===== src/rtl/failover_sel.sv =====
module failover_sel #(
  parameter int TW = 16
) (
  input  logic          clk,
  input  logic          rst_n,
  input  logic          tick_ms,
  input  logic [1:0]    sig_ok,
  input  logic [1:0]    lock_ok,
  input  logic [1:0]    trs_err,
  input  logic [1:0]    rule_sel,
  input  logic [5:0]    prio_list,
  input  logic [1:0]    prio_cnt,
  input  logic          manual,
  input  logic [1:0]    man_src,
  input  logic          latch_en,
  input  logic          latch_clr,
  input  logic [TW-1:0] hold_ms,
  input  logic [TW-1:0] lock_ms,
  output logic [1:0]    src_sel,
  output logic [1:0]    level
);
  logic [1:0]    level_q, cand_q, cand_i, nlen, hp;
  logic          latched_q, cand_vq, cand_v, same, block, fail, fall_go, ret_go;
  logic [TW-1:0] hold_cnt, lock_cnt, lk_base;
  logic [TW:0]   hd_inc, lk_inc;
  logic [1:0]    ent [4];
  logic [3:0]    ent_ok;

  assign hp = (rule_sel == 2'd1) ? (sig_ok & lock_ok) :
              (rule_sel == 2'd2) ? (sig_ok & lock_ok & ~trs_err) : sig_ok;
  assign nlen = manual ? 2'd1 : ((prio_cnt == 2'd0) ? 2'd1 : prio_cnt);

  always_comb begin
    for (int i = 0; i < 3; i++) begin
      ent[i]    = manual ? man_src : prio_list[2*i +: 2];
      ent_ok[i] = ent[i][1] | hp[ent[i][0]];
    end
    ent[3]    = 2'd2;
    ent_ok[3] = 1'b1;
  end

  always_comb begin
    cand_v = 1'b0;
    cand_i = 2'd0;
    for (int i = 2; i >= 0; i--)
      if (2'(i) < level_q && ent_ok[i]) begin
        cand_v = 1'b1;
        cand_i = 2'(i);
      end
  end

  assign src_sel = ent[level_q];
  assign level   = level_q;

  assign block   = latched_q & latch_en & (rule_sel == 2'd0) & ~ent[level_q][1];
  assign same    = cand_v & cand_vq & (cand_i == cand_q);
  assign lk_base = same ? lock_cnt : '0;
  assign lk_inc  = {1'b0, lk_base} + 1'b1;
  assign ret_go  = tick_ms & cand_v & ~block & (lk_inc >= {1'b0, lock_ms});
  assign fail    = ~ent_ok[level_q] & (level_q < nlen - 2'd1);
  assign hd_inc  = {1'b0, hold_cnt} + 1'b1;
  assign fall_go = tick_ms & fail & (hd_inc >= {1'b0, hold_ms});

  always_ff @(posedge clk) begin
    if (!rst_n) begin
      level_q   <= '0;
      hold_cnt  <= '0;
      lock_cnt  <= '0;
      cand_q    <= '0;
      cand_vq   <= 1'b0;
      latched_q <= 1'b0;
    end else begin
      if (level_q >= nlen) begin
        level_q  <= '0;
        hold_cnt <= '0;
        lock_cnt <= '0;
        cand_vq  <= 1'b0;
      end else if (ret_go) begin
        level_q  <= cand_i;
        hold_cnt <= '0;
        lock_cnt <= '0;
        cand_vq  <= 1'b0;
      end else if (fall_go) begin
        level_q   <= level_q + 2'd1;
        hold_cnt  <= '0;
        lock_cnt  <= '0;
        cand_vq   <= 1'b0;
        latched_q <= 1'b1;
      end else begin
        hold_cnt <= fail ? (tick_ms ? hd_inc[TW-1:0] : hold_cnt) : '0;
        lock_cnt <= (cand_v & ~block) ? (tick_ms ? lk_inc[TW-1:0] : lk_base) : '0;
        cand_q   <= cand_i;
        cand_vq  <= cand_v & ~block;
      end
      if (latch_clr) latched_q <= 1'b0;
    end
  end
endmodule


===== config.mk =====
export PLATFORM = sky130hd
export DESIGN_NAME = failover_sel
export DESIGN_NICKNAME = d
export VERILOG_FILES = /design/src/rtl/failover_sel.sv
export SDC_FILE = /design/constraint.sdc
export NUM_CORES = 1
export LEC_CHECK = 0
export BUFFER_PORTS_ARGS = -buffer_cell sky130_fd_sc_hd__clkbuf_2
export CORE_MARGIN = 8
export CORE_UTILIZATION = 44
export CTS_CLUSTER_SIZE = 20
export DETAILED_ROUTE_END_ITERATION = 12
export PLACE_DENSITY = 0.7
export SKIP_CTS_REPAIR_TIMING = 1
export SKIP_LAST_GASP = 1
export SYNTH_ARGS = -nofsm -noshare
export SYNTH_HDL_FRONTEND = slang
export SYNTH_SLANG_ARGS = --single-unit

===== constraint.sdc =====
create_clock -name clk -period 16.8 [get_ports clk]
set_input_delay 2.52 -clock clk [delete_from_list [all_inputs] [get_ports clk]]
set_output_delay 2.52 -clock clk [all_outputs]
set_load 0.05 [all_outputs]

# Yosys cells after proc, flatten, opt, wreduce, memory -nomap -nowiden
# Index checks and enable logic that the tools add are counted.
[totals] reg_bits=38 inputBits=56 wordCells=94
[op_classes] addsub=4 order_cmp=12 eq_ne=3 n_mux=28 bitwise=28 reduce_logical=13
[ops] op="$add 16x1->17 const B" n=2
[ops] op="$ge 17x16->1" n=2
[ops] op="$mux 16" n=2
[ops] op="$mux 2" n=14
[ops] op="$and 1x1->1" n=12
[ops] op="$mux 1" n=10
[ops] op="$reduce_or 5->1" n=2
[ops] op="$not 1->1" n=9
[ops] op="$lt 1x2->1 const B" n=3
[ops] op="$reduce_and 3->1" n=2
[ops] op="$and 2x2->2" n=2
[ops] op="$bmux 2 s2" n=1
[ops] op="$logic_not 2->1" n=2
[ops] op="$lt 1x2->1 const A" n=2
[ops] op="$reduce_or 2->1" n=2
[ops] op="$reduce_or 4->1" n=1
[ops] op="$ge 3x3->1 const B" n=1
[ops] op="$logic_and 1x1->1" n=3
[ops] op="$lt 2x3->1 const B" n=1
[ops] op="$not 2->3" n=1
[ops] op="$or 1x1->1" n=3
[ops] op="$add 2x1->2 const B" n=1
[ops] op="$bmux 1 s2" n=1
[ops] op="$eq 2x1->1 const B" n=1
[ops] op="8 further kinds" n=8

# Depth between registers and ports, before layout
# Gate-level depths: netlist of run 1.
[logic_depth] word_depth=19 ltp_mapped=27 mapped_depth_nobuf=24

# Worst setup path before layout of run 1
# No wires, ideal clock.
[synth_path] path_type="input -> register" start="input port manual" end="register hold_cnt[6]" setup_ps=62 arrival_ps=7093 required_time_ps=16738 path_slack_ps=9645 path_stages=25 path_buffers=3 cell_sequence="buf_6 mux2i_1 a2111oi_2 a211oi_4 or3_4 a31oi_2 and2_1 ha_1 clkbuf_1 nand3_1 nor2_1 and3_1 nand4_1 xor2_1 nor2_1 ha_1 a211oi_1 o21ai_0 o221a_2 o31ai_1 a21oi_1 o21bai_4 nand4_4 buf_12 nor2_4"
[synth_via] elab_chain_cells=15
[synth_rtl] element="from (decl)" line_no="13" source="input logic manual,"
[synth_rtl] element="$mux 2" line_no="35" source="ent[i] = manual ? man_src : prio_list[2*i +: 2];"
[synth_rtl] element="$mux 1 (not written as such) (2 in a row)" line_no="36" source="ent_ok[i] = ent[i][1] | hp[ent[i][0]];"
[synth_rtl] element="$or 1x1->1" line_no="36"
[synth_rtl] element="$logic_and 1x1->1" line_no="46" source="if (2'(i) < level_q && ent_ok[i]) begin"
[synth_rtl] element="$mux 2 / $mux 1 (equally long branches) (3 in a row)" line_no="46"
[synth_rtl] element="$eq 2x2->1 / $and 1x1->1 (equally long branches)" line_no="56" source="assign same = cand_v & cand_vq & (cand_i == cand_q);"
[synth_rtl] element="$and 1x1->1" line_no="56"
[synth_rtl] element="$mux 16" line_no="57" source="assign lk_base = same ? lock_cnt : '0;"
[synth_rtl] element="$add 16x1->17" line_no="58" source="assign lk_inc = {1'b0, lk_base} + 1'b1;"
[synth_rtl] element="$ge 17x16->1" line_no="59" source="assign ret_go = tick_ms & cand_v & ~block & (lk_inc >= {1'b0, lock_ms});"
[synth_rtl] element="$and 1x1->1" line_no="59"
[synth_rtl] element="$reduce_or 5->1 (no source line) *"
[synth_rtl] element="to (signal assigned)" line_no="90" source="hold_cnt <= fail ? (tick_ms ? hd_inc[TW-1:0] : hold_cnt) : '0;"
[synth_rtl] element="to (decl)" line_no="24" source="logic [TW-1:0] hold_cnt, lock_cnt, lk_base;"
# Mark *: on every way between the ends. The rest lies on a longest branch, timed or not. The select of a mux whose other input is x is not followed.
# A chain may end at the register's enable or synchronous reset.

# Worst setup path in the final report of run 1
[layout_path] start="input port manual" end="register hold_cnt[11]"
# The elaborated chain is that of the path after synthesis.

==> key figures, run 1 <==
Outcome
  • Status: complete, no violations

Critical path
  • Type of origin of the critical path: primary input
  • Crit path kind: primary input to register
  • Largest fanout on the critical path: 16
  • RR Startpoint: level[1]$_SDFFE_PP0P_
  • CP required: about 17000 ps
  • R2r worst-path depth: 24
  • Worst path arrival time: 8010 ps
  • FF-to-FF End: hold_cnt[11]$_SDFFE_PP0P_
  • CP Capture Type: register
  • Reg2reg setup slack: 10620 ps

Floorplan
  • Starting Density: between 40% and 50%
  • Die Span X: approximately 110 um
  • Die Ht: about 110 um
  • IO Pins: 60
  • CORE AREA: 8180 sq um
  • FP Rows: 33
  • Die area: 11600 sq um

Layout
  • Most common cell after layout, fill and taps aside: clkbuf_2
  • Non-Filler Instances: approximately 610
  • ANT cells: 0
  • Area grow syn2layout: 11.8%
  • Commonest non-fill, non-tap cells in the layout: clkbuf_2 (59), nor2_1 (48), inv_1 (40), ha_1 (40), dfxtp_1 (38)
  • Nets@finish: 597
  • Layout cells sized above 1: about a fifth

CTS
  • CTS clock-pin slew for the worst setup and hold paths: approximately 80 ps
  • CTS root buf: clkbuf_8
  • Clock sinks: 38
  • CTS tree: yes
  • Clock Tree Buf Depth: 2
  • CTS Buf Count: 5
  • Later-pin clock latency in the skew report: roughly 300 ps
  • H-tree levels: 2

STA
  • Slew @ Worst Pin: 586 ps
  • Min cycle time layout: roughly 7800 ps
  • Final Hold Fails: 0
  • Final Cycle Share: a little under half
  • Post-Route Skew: 6.17 ps
  • Setup total negative slack: 0 ps
  • Unrepaired setup endpoints after global routing: no
  • Slew Limit Headroom: just over 60%
  • Pins over their slew limit: 0
  • Final Setup Violations: 0
  • Hold_ws: 504 ps
  • Fmax: between 0.1 and 0.15 GHz
  • Final worst slack: between 9000 and 10000 ps

Synth
  • Netlist cell types: between 60 and 70
  • Synth area leader: dfxtp_1
  • Number of synthesized flops with an enable pin: 0
  • Syn Inst Count: 450
  • Asr flop ratio synth: 0%
  • Synth top area cells: dfxtp_1 (21%), ha_1 (14%), xor2_1 (7.6%)
  • Cell area after synthesis: 3700 sq um
  • Ys Warns: 0
  • Synth top area share: 20.6%
  • Syn Nets: approximately 550
  • #FFs+latches synth: 38
  • Post-Syn Area per Cell: a little over 8 sq um
  • Sequential area share after synthesis: between 20% and 30%
  • Synth Flop Type: dfxtp_1

Placed design
  • Number of I/O port buffers: 59
  • Detail Placement HPWL: ~6.7 mm
  • Routability Congestion: between 0.8 and 0.9
  • Cells after DPL: approximately 600
  • Setup WS pre-CTS: between 8000 and 9000 ps

Global routing
  • Initial antenna violation count: 0
  • First-pass GRT wire length: between 10 and 15 mm
  • Tot GR Track Use: around 14%
  • Grt ovf: 0
  • Largest net degree at the start of global routing: 22
  • Vias in the first global route: ~3300

Detailed routing
  • Final WL: between 8 and 9 mm
  • # DRC: 0
  • First drt pass iteration count: 4
  • Routed len/inst: between 10 and 15 um
  • ANT nets after route: 0
  • Initial drt markers: 122
  • Vias after detailed routing: 3174
  • Vias per cell: roughly 5.2

Pwr
  • Peak VDD IR: 0.0297 mV
  • Leak: about 1.8 nW
  • Power Dens Cells: between 40 and 50 nW/um^2

Worst hold path
  • WHS Endpoint: cand_q[1]$_SDFFE_PN0P_
  • Hold path cells: 2
  • Worst Hold Launch: cand_q[1]$_SDFFE_PN0P_
  • Worst Hold Class: register to register

Flow run
  • Max Cap Violations: 0
kinds of logic after synthesis:
group | Yosys count | synth area share (%)
mux | 13 | 3.76
fa+ha+maj | 40 | 13.5
compound gates | 60 | 13.7
buf+inv | 55 | 6.40
simple gates | 184 | 27.8
flops | 38 | 20.6
xor+xnor | 60 | 14.2
where the power goes:
part	internal [mW]	switching, mW
registers	0.0900	0.0000494
clock network	0.0330	0.0349
logic	0.0123	0.0155
total	0.135	0.0504
stage by stage:
stage	total power, mW	utilization, %	instance area (sq um)
after floorplan	0.109	-	3700
after global placement	0.119	49.4	4040
after detailed placement	0.120	49.4	4040
after CTS	0.187	50.6	4130
after global routing	0.194	50.6	4130
final	0.186	50.6	4130
worst max-delay path: stages:
cell       delay [ps]
clkbuf_2          240
mux2i_2           410
a2111oi_2         100
a311oi_4          370
nand4_1           290
a31oi_2           300
and2_1            230
ha_1              320
nand3_1           110
nor2_1            210
and3_1            290
nand4_1           130
xor2_1            150
nor2_1             60
ha_1              330
a211oi_1          260
o21ai_0           160
o221a_2           310
o31ai_1            90
a21oi_1           190
o21bai_4          260
nand4_4           440
nor2b_1           230
metal layers:
layer | track usage, % | part of all wire, %
met1 | 16.8 | 45
met4 | 2.68 | 0.57
met5 | 0 | 0
met3 | 3.35 | 3.3
met2 | 26.2 | 51
Yosys cell counts, types with 6 or more instances:
cell	instances
nand2_1	36
nand4_1	13
and3_1	8
a21oi_1	16
mux2i_1	8
dfxtp_1	38
nand3_1	26
ha_1	40
xor2_1	32
nor2_1	48
clkbuf_1	8
o21ai_0	9
nand2b_1	6
and2_1	9
nor2b_1	7
nor2_4	10
inv_1	40
xnor2_1	28
cell type report:
class                           instances  area, sq um
Fill cell                             811         4040
Timing Repair Buffer                   59          295
Clock buffer                            6         82.6
Tap cell                              105          131
Sequential cell                        38          761
Inverter                               40          150
Clock inverter                          2         12.5
Multi-Input combinational cell        357         2700
sequential cells by signal, indices dropped and copies added (netlist names):
| register | cells |
|---|---|
| hold_cnt | 16 |
| lock_cnt | 16 |
| cand_q | 2 |
| level | 2 |
| cand_vq | 1 |
| latched_q | 1 |
worst max-delay path by stage:
| stage | to | from | depth (start not counted) | slack, ps |
|---|---|---|---|---|
| finish | hold_cnt[11]$_SDFFE_PP0P_ | manual | 23 | 9020 |
| global route | hold_cnt[3]$_SDFFE_PP0P_ | manual | 23 | 8560 |
| CTS | hold_cnt[11]$_SDFFE_PP0P_ | manual | 23 | 9000 |
| detailed placement | hold_cnt[11]$_SDFFE_PP0P_ | manual | 23 | 8740 |
| global placement | hold_cnt[11]$_SDFFE_PP0P_ | manual | 23 | 9040 |
| floorplan | hold_cnt[6]$_SDFFE_PP0P_ | manual | 25 | 9650 |
No activity file was read; power rests on OpenSTA's default activity.
==> inputs of run 2 (changes only) <==
Settings changed: ABC_AREA set to 1.
Clock period 16.8 ns to 7.4 ns, I/O delays scaled along.
==> key figures, run 2 <==
CTS
  • Later-pin clock latency in the skew report: 290 ps (about the same)
  • CTS tree: yes
  • Clock Tree Buf Depth: 2 (unchanged)
  • CTS clock-pin slew for the worst setup and hold paths: 70 ps (about the same)
  • CTS root buf: clkbuf_8
  • H-tree levels: 2 (unchanged)
  • Clock sinks: 38 (unchanged)
  • CTS Buf Count: 5 (unchanged)

Synth
  • Synth Flop Type: dfxtp_1
  • Multiplexer area fraction after synthesis: 0.795% (-3.0 points)
  • Commonest cells post-synth: inv_1 (131), nand2_1 (108), nor2_1 (66)
  • Synth top area share: 20.1% (-0.44 points)
  • Asr flop ratio synth: 0% (unchanged)
  • Top-count cell post-synth: inv_1
  • Sequential area share after synthesis: 20.1% (-0.44 points)
  • Synth Area in Compound Gates: 9.47% (-4.3 points)
  • #FFs+latches synth: 38 (unchanged)
  • Cell area after synthesis: 3780 sq um (+2.2%)
  • Simple-gate share of the synthesized area: 36.8% (+9.0 points)
  • Synth top area cells: dfxtp_1 (20%), ha_1 (13%), inv_1 (13%)
  • Ys Warns: 0 (unchanged)
  • Number of synthesized flops with an enable pin: 0 (unchanged)
  • Synth area leader: dfxtp_1
  • Post-synthesis xor/xnor area fraction: 4.64% (-9.6 points)
  • Synth Area in Adders: 13.2% (-0.29 points)
  • Post-Syn Area per Cell: 6.41 sq um (-22%)
  • Netlist cell types: 40 (-40%)
  • Syn Nets: 685 (+25%)
  • Largest family of logic cells by synthesized area: simple AND/OR/NAND/NOR gates
  • Syn Inst Count: 589 (+31%)

STA
  • Slew Limit Headroom: 47.7% (-13 points)
  • Final worst slack: 1990 ps (-7030 ps)
  • Final Setup Violations: 0 (unchanged)
  • Post-Route Skew: 4.23 ps (-1.94 ps)
  • Unrepaired setup endpoints after global routing: no
  • Pins over their slew limit: 0 (unchanged)
  • Setup total negative slack: 0 ps (unchanged)
  • Final Hold Fails: 0 (unchanged)
  • Slew @ Worst Pin: 785 ps (+199 ps)
  • Min cycle time layout: ~5400 ps
  • Final Cycle Share: about three quarters
  • Fmax: around 0.18 GHz

Floorplan
  • Starting Density: 44.4% (-0.83 points)
  • Die Ht: 109 um (+0.92%)
  • FP Rows: 34 (+3.0%)
  • IO Pins: 60 (unchanged)
  • Die area: 11800 sq um (+1.8%)
  • Die Span X: 109 um (+0.92%)
  • CORE AREA: 8510 sq um (+4.1%)

Global routing
  • Largest net degree at the start of global routing: 39 (+77%)
  • First-pass GRT wire length: 15.2 mm (+8.1%)
  • Grt ovf: 0 (unchanged)
  • Tot GR Track Use: 15.3% (+0.91 points)
  • Vias in the first global route: 3691 (+13%)
  • Initial antenna violation count: 0 (unchanged)

Critical path
  • Crit path from: manual
  • CP required: 7580 ps (-9450 ps)
  • CP peak stage delay: 330 ps (-110 ps)
  • CP Capture Type: register
  • Type of origin of the critical path: primary input
  • Critical Path Most Common Cell: nand2_1
  • RR Startpoint: level[1]$_SDFFE_PP0P_
  • Critical Path Slowest Stage Cell: ha_1
  • Crit path kind: primary input to register
  • Worst path arrival time: 5590 ps (-2420 ps)
  • Largest fanout on the critical path: 16 (unchanged)
  • FF-to-FF End: hold_cnt[4]$_SDFFE_PP0P_
  • Reg2reg setup slack: 2470 ps (-8150 ps)
  • R2r worst-path depth: 31 (+29%)

Pwr
  • Sequential power share: 41.5% (-7.0 points)
  • Clock share of power: 43.9% (+7.3 points)
  • P_sw: 119 uW (+140%)
  • Int Pwr: 378 uW (+180%)
  • Leak: 2.27 nW (+29%)
  • Peak VDD IR: 0.0655 mV (+120%)
  • Sw Ratio: 24.0% (-3.2 points)
  • Power Dens Cells: 116 nW/um^2 (+160%)
  • Combinational power share: 14.6% (-0.3 points)

Outcome
  • Status: complete, no violations

Layout
  • Nets@finish: 742 (+24%)
  • Most common cell after layout, fill and taps aside: inv_1
  • Layout cells sized above 1: 16.2% (-3.7 points)
  • ANT cells: 0 (unchanged)
  • Biggest regs: hold_cnt x16, lock_cnt x16
  • Area grow syn2layout: 13.6%
  • Commonest non-fill, non-tap cells in the layout: inv_1 (131), nand2_1 (108), nor2_1 (66), clkbuf_2 (59), ha_1 (40)
  • # fillers: 877 (+8.1%)

Flow run
  • Max Cap Violations: 0 (unchanged)

Placed design
  • Detail Placement HPWL: 7.29 mm (+9.6%)
  • Number of I/O port buffers: 59 (unchanged)
  • Setup WS pre-CTS: 1720 ps (-7020 ps)
  • Routability Congestion: 0.892 (+0.82%)

Worst hold path
  • Worst Hold Launch: latched_q$_SDFFE_PP0P_
  • WHS Endpoint: latched_q$_SDFFE_PP0P_
  • Hold path cells: 2 (unchanged)
  • Worst Hold Class: register to register

Detailed routing
  • ANT nets after route: 0 (unchanged)
  • First drt pass iteration count: 4 (unchanged)
  • Routed len/inst: 11.7 um (-12%)
  • Vias per cell: 4.89 (-6.4%)
  • Initial drt markers: 172 (+41%)
  • # DRC: 0 (unchanged)
  • Final WL: 8.86 mm (+9.4%)
  • Vias after detailed routing: 3695 (+16%)
-- run 2: cells by family after synthesis --
kind of cell	after synthesis
DFF	38
AOI/OAI and AO/OA	66
muxes	3
buffers and inverters	143
xor gates and xnor gates	20
and+or+nand+nor	279
adders and majority gates	40
-- run 2: final cells by class --
| type | count | area [sq um] | share of cell area, % |
|---|---|---|---|
| multi-input cells | 408 | 2450 | 57.2 |
| flip-flops and latches | 38 | 761 | 17.7 |
| inverters | 134 | 503 | 11.7 |
| repair buffers | 59 | 295 | 6.88 |
| well taps | 108 | 135 | 3.15 |
| clock buffers | 6 | 82.6 | 1.92 |
| clock inverters | 2 | 60.1 | 1.40 |
-- run 2: how the worst max path moves through the flow --
stage	end
2_1_floorplan	hold_cnt[6]$_SDFFE_PP0P_
3_3_place_gp	hold_cnt[1]$_SDFFE_PP0P_
3_5_place_dp	hold_cnt[4]$_SDFFE_PP0P_
4_1_cts	hold_cnt[4]$_SDFFE_PP0P_
5_1_grt	hold_cnt[2]$_SDFFE_PP0P_
6_report	hold_cnt[4]$_SDFFE_PP0P_
-- run 2: worst max-delay path: cells and delay by family --
family	cells	cell delay [ps]
buffers and inverters	7	550
and+or+nand+nor	23	2730
xor gates and xnor gates	1	220
adders and majority gates	2	550
AOI/OAI and AO/OA	3	410
-- run 2: per-stage QoR --
stage	hold slack, ps	utilization [%]	instances	total power, mW	area (sq um)
2_1_floorplan	431	-	589	0.259	3780
3_3_place_gp	453	48.8	747	0.282	4150
3_5_place_dp	458	48.8	747	0.284	4150
4_1_cts	470	50.4	755	0.503	4290
5_1_grt	494	50.4	755	0.522	4290
6_report	461	50.4	755	0.497	4290
-- run 2: per-layer routing --
| metal | vias up | part of all wire, % | global-route usage [%] |
|---|---|---|---|
| met2 | 93 | 49 | 28.4 |
| met4 | 0 | 1.4 | 4.59 |
| met1 | 1625 | 44 | 17.3 |
| met3 | 12 | 5.0 | 2.90 |
| li1 | 1965 | - | - |
| met5 | - | 0 | 0 |
-- run 2: power groups by stage --
stage	Sequential [mW]	Combinational (mW)	Clock [mW]
3_5_place_dp	0.211	0.0728	0
6_report	0.206	0.0727	0.218
2_1_floorplan	0.211	0.0481	0
3_3_place_gp	0.211	0.0707	0
5_1_grt	0.206	0.0827	0.233
4_1_cts	0.206	0.0733	0.224
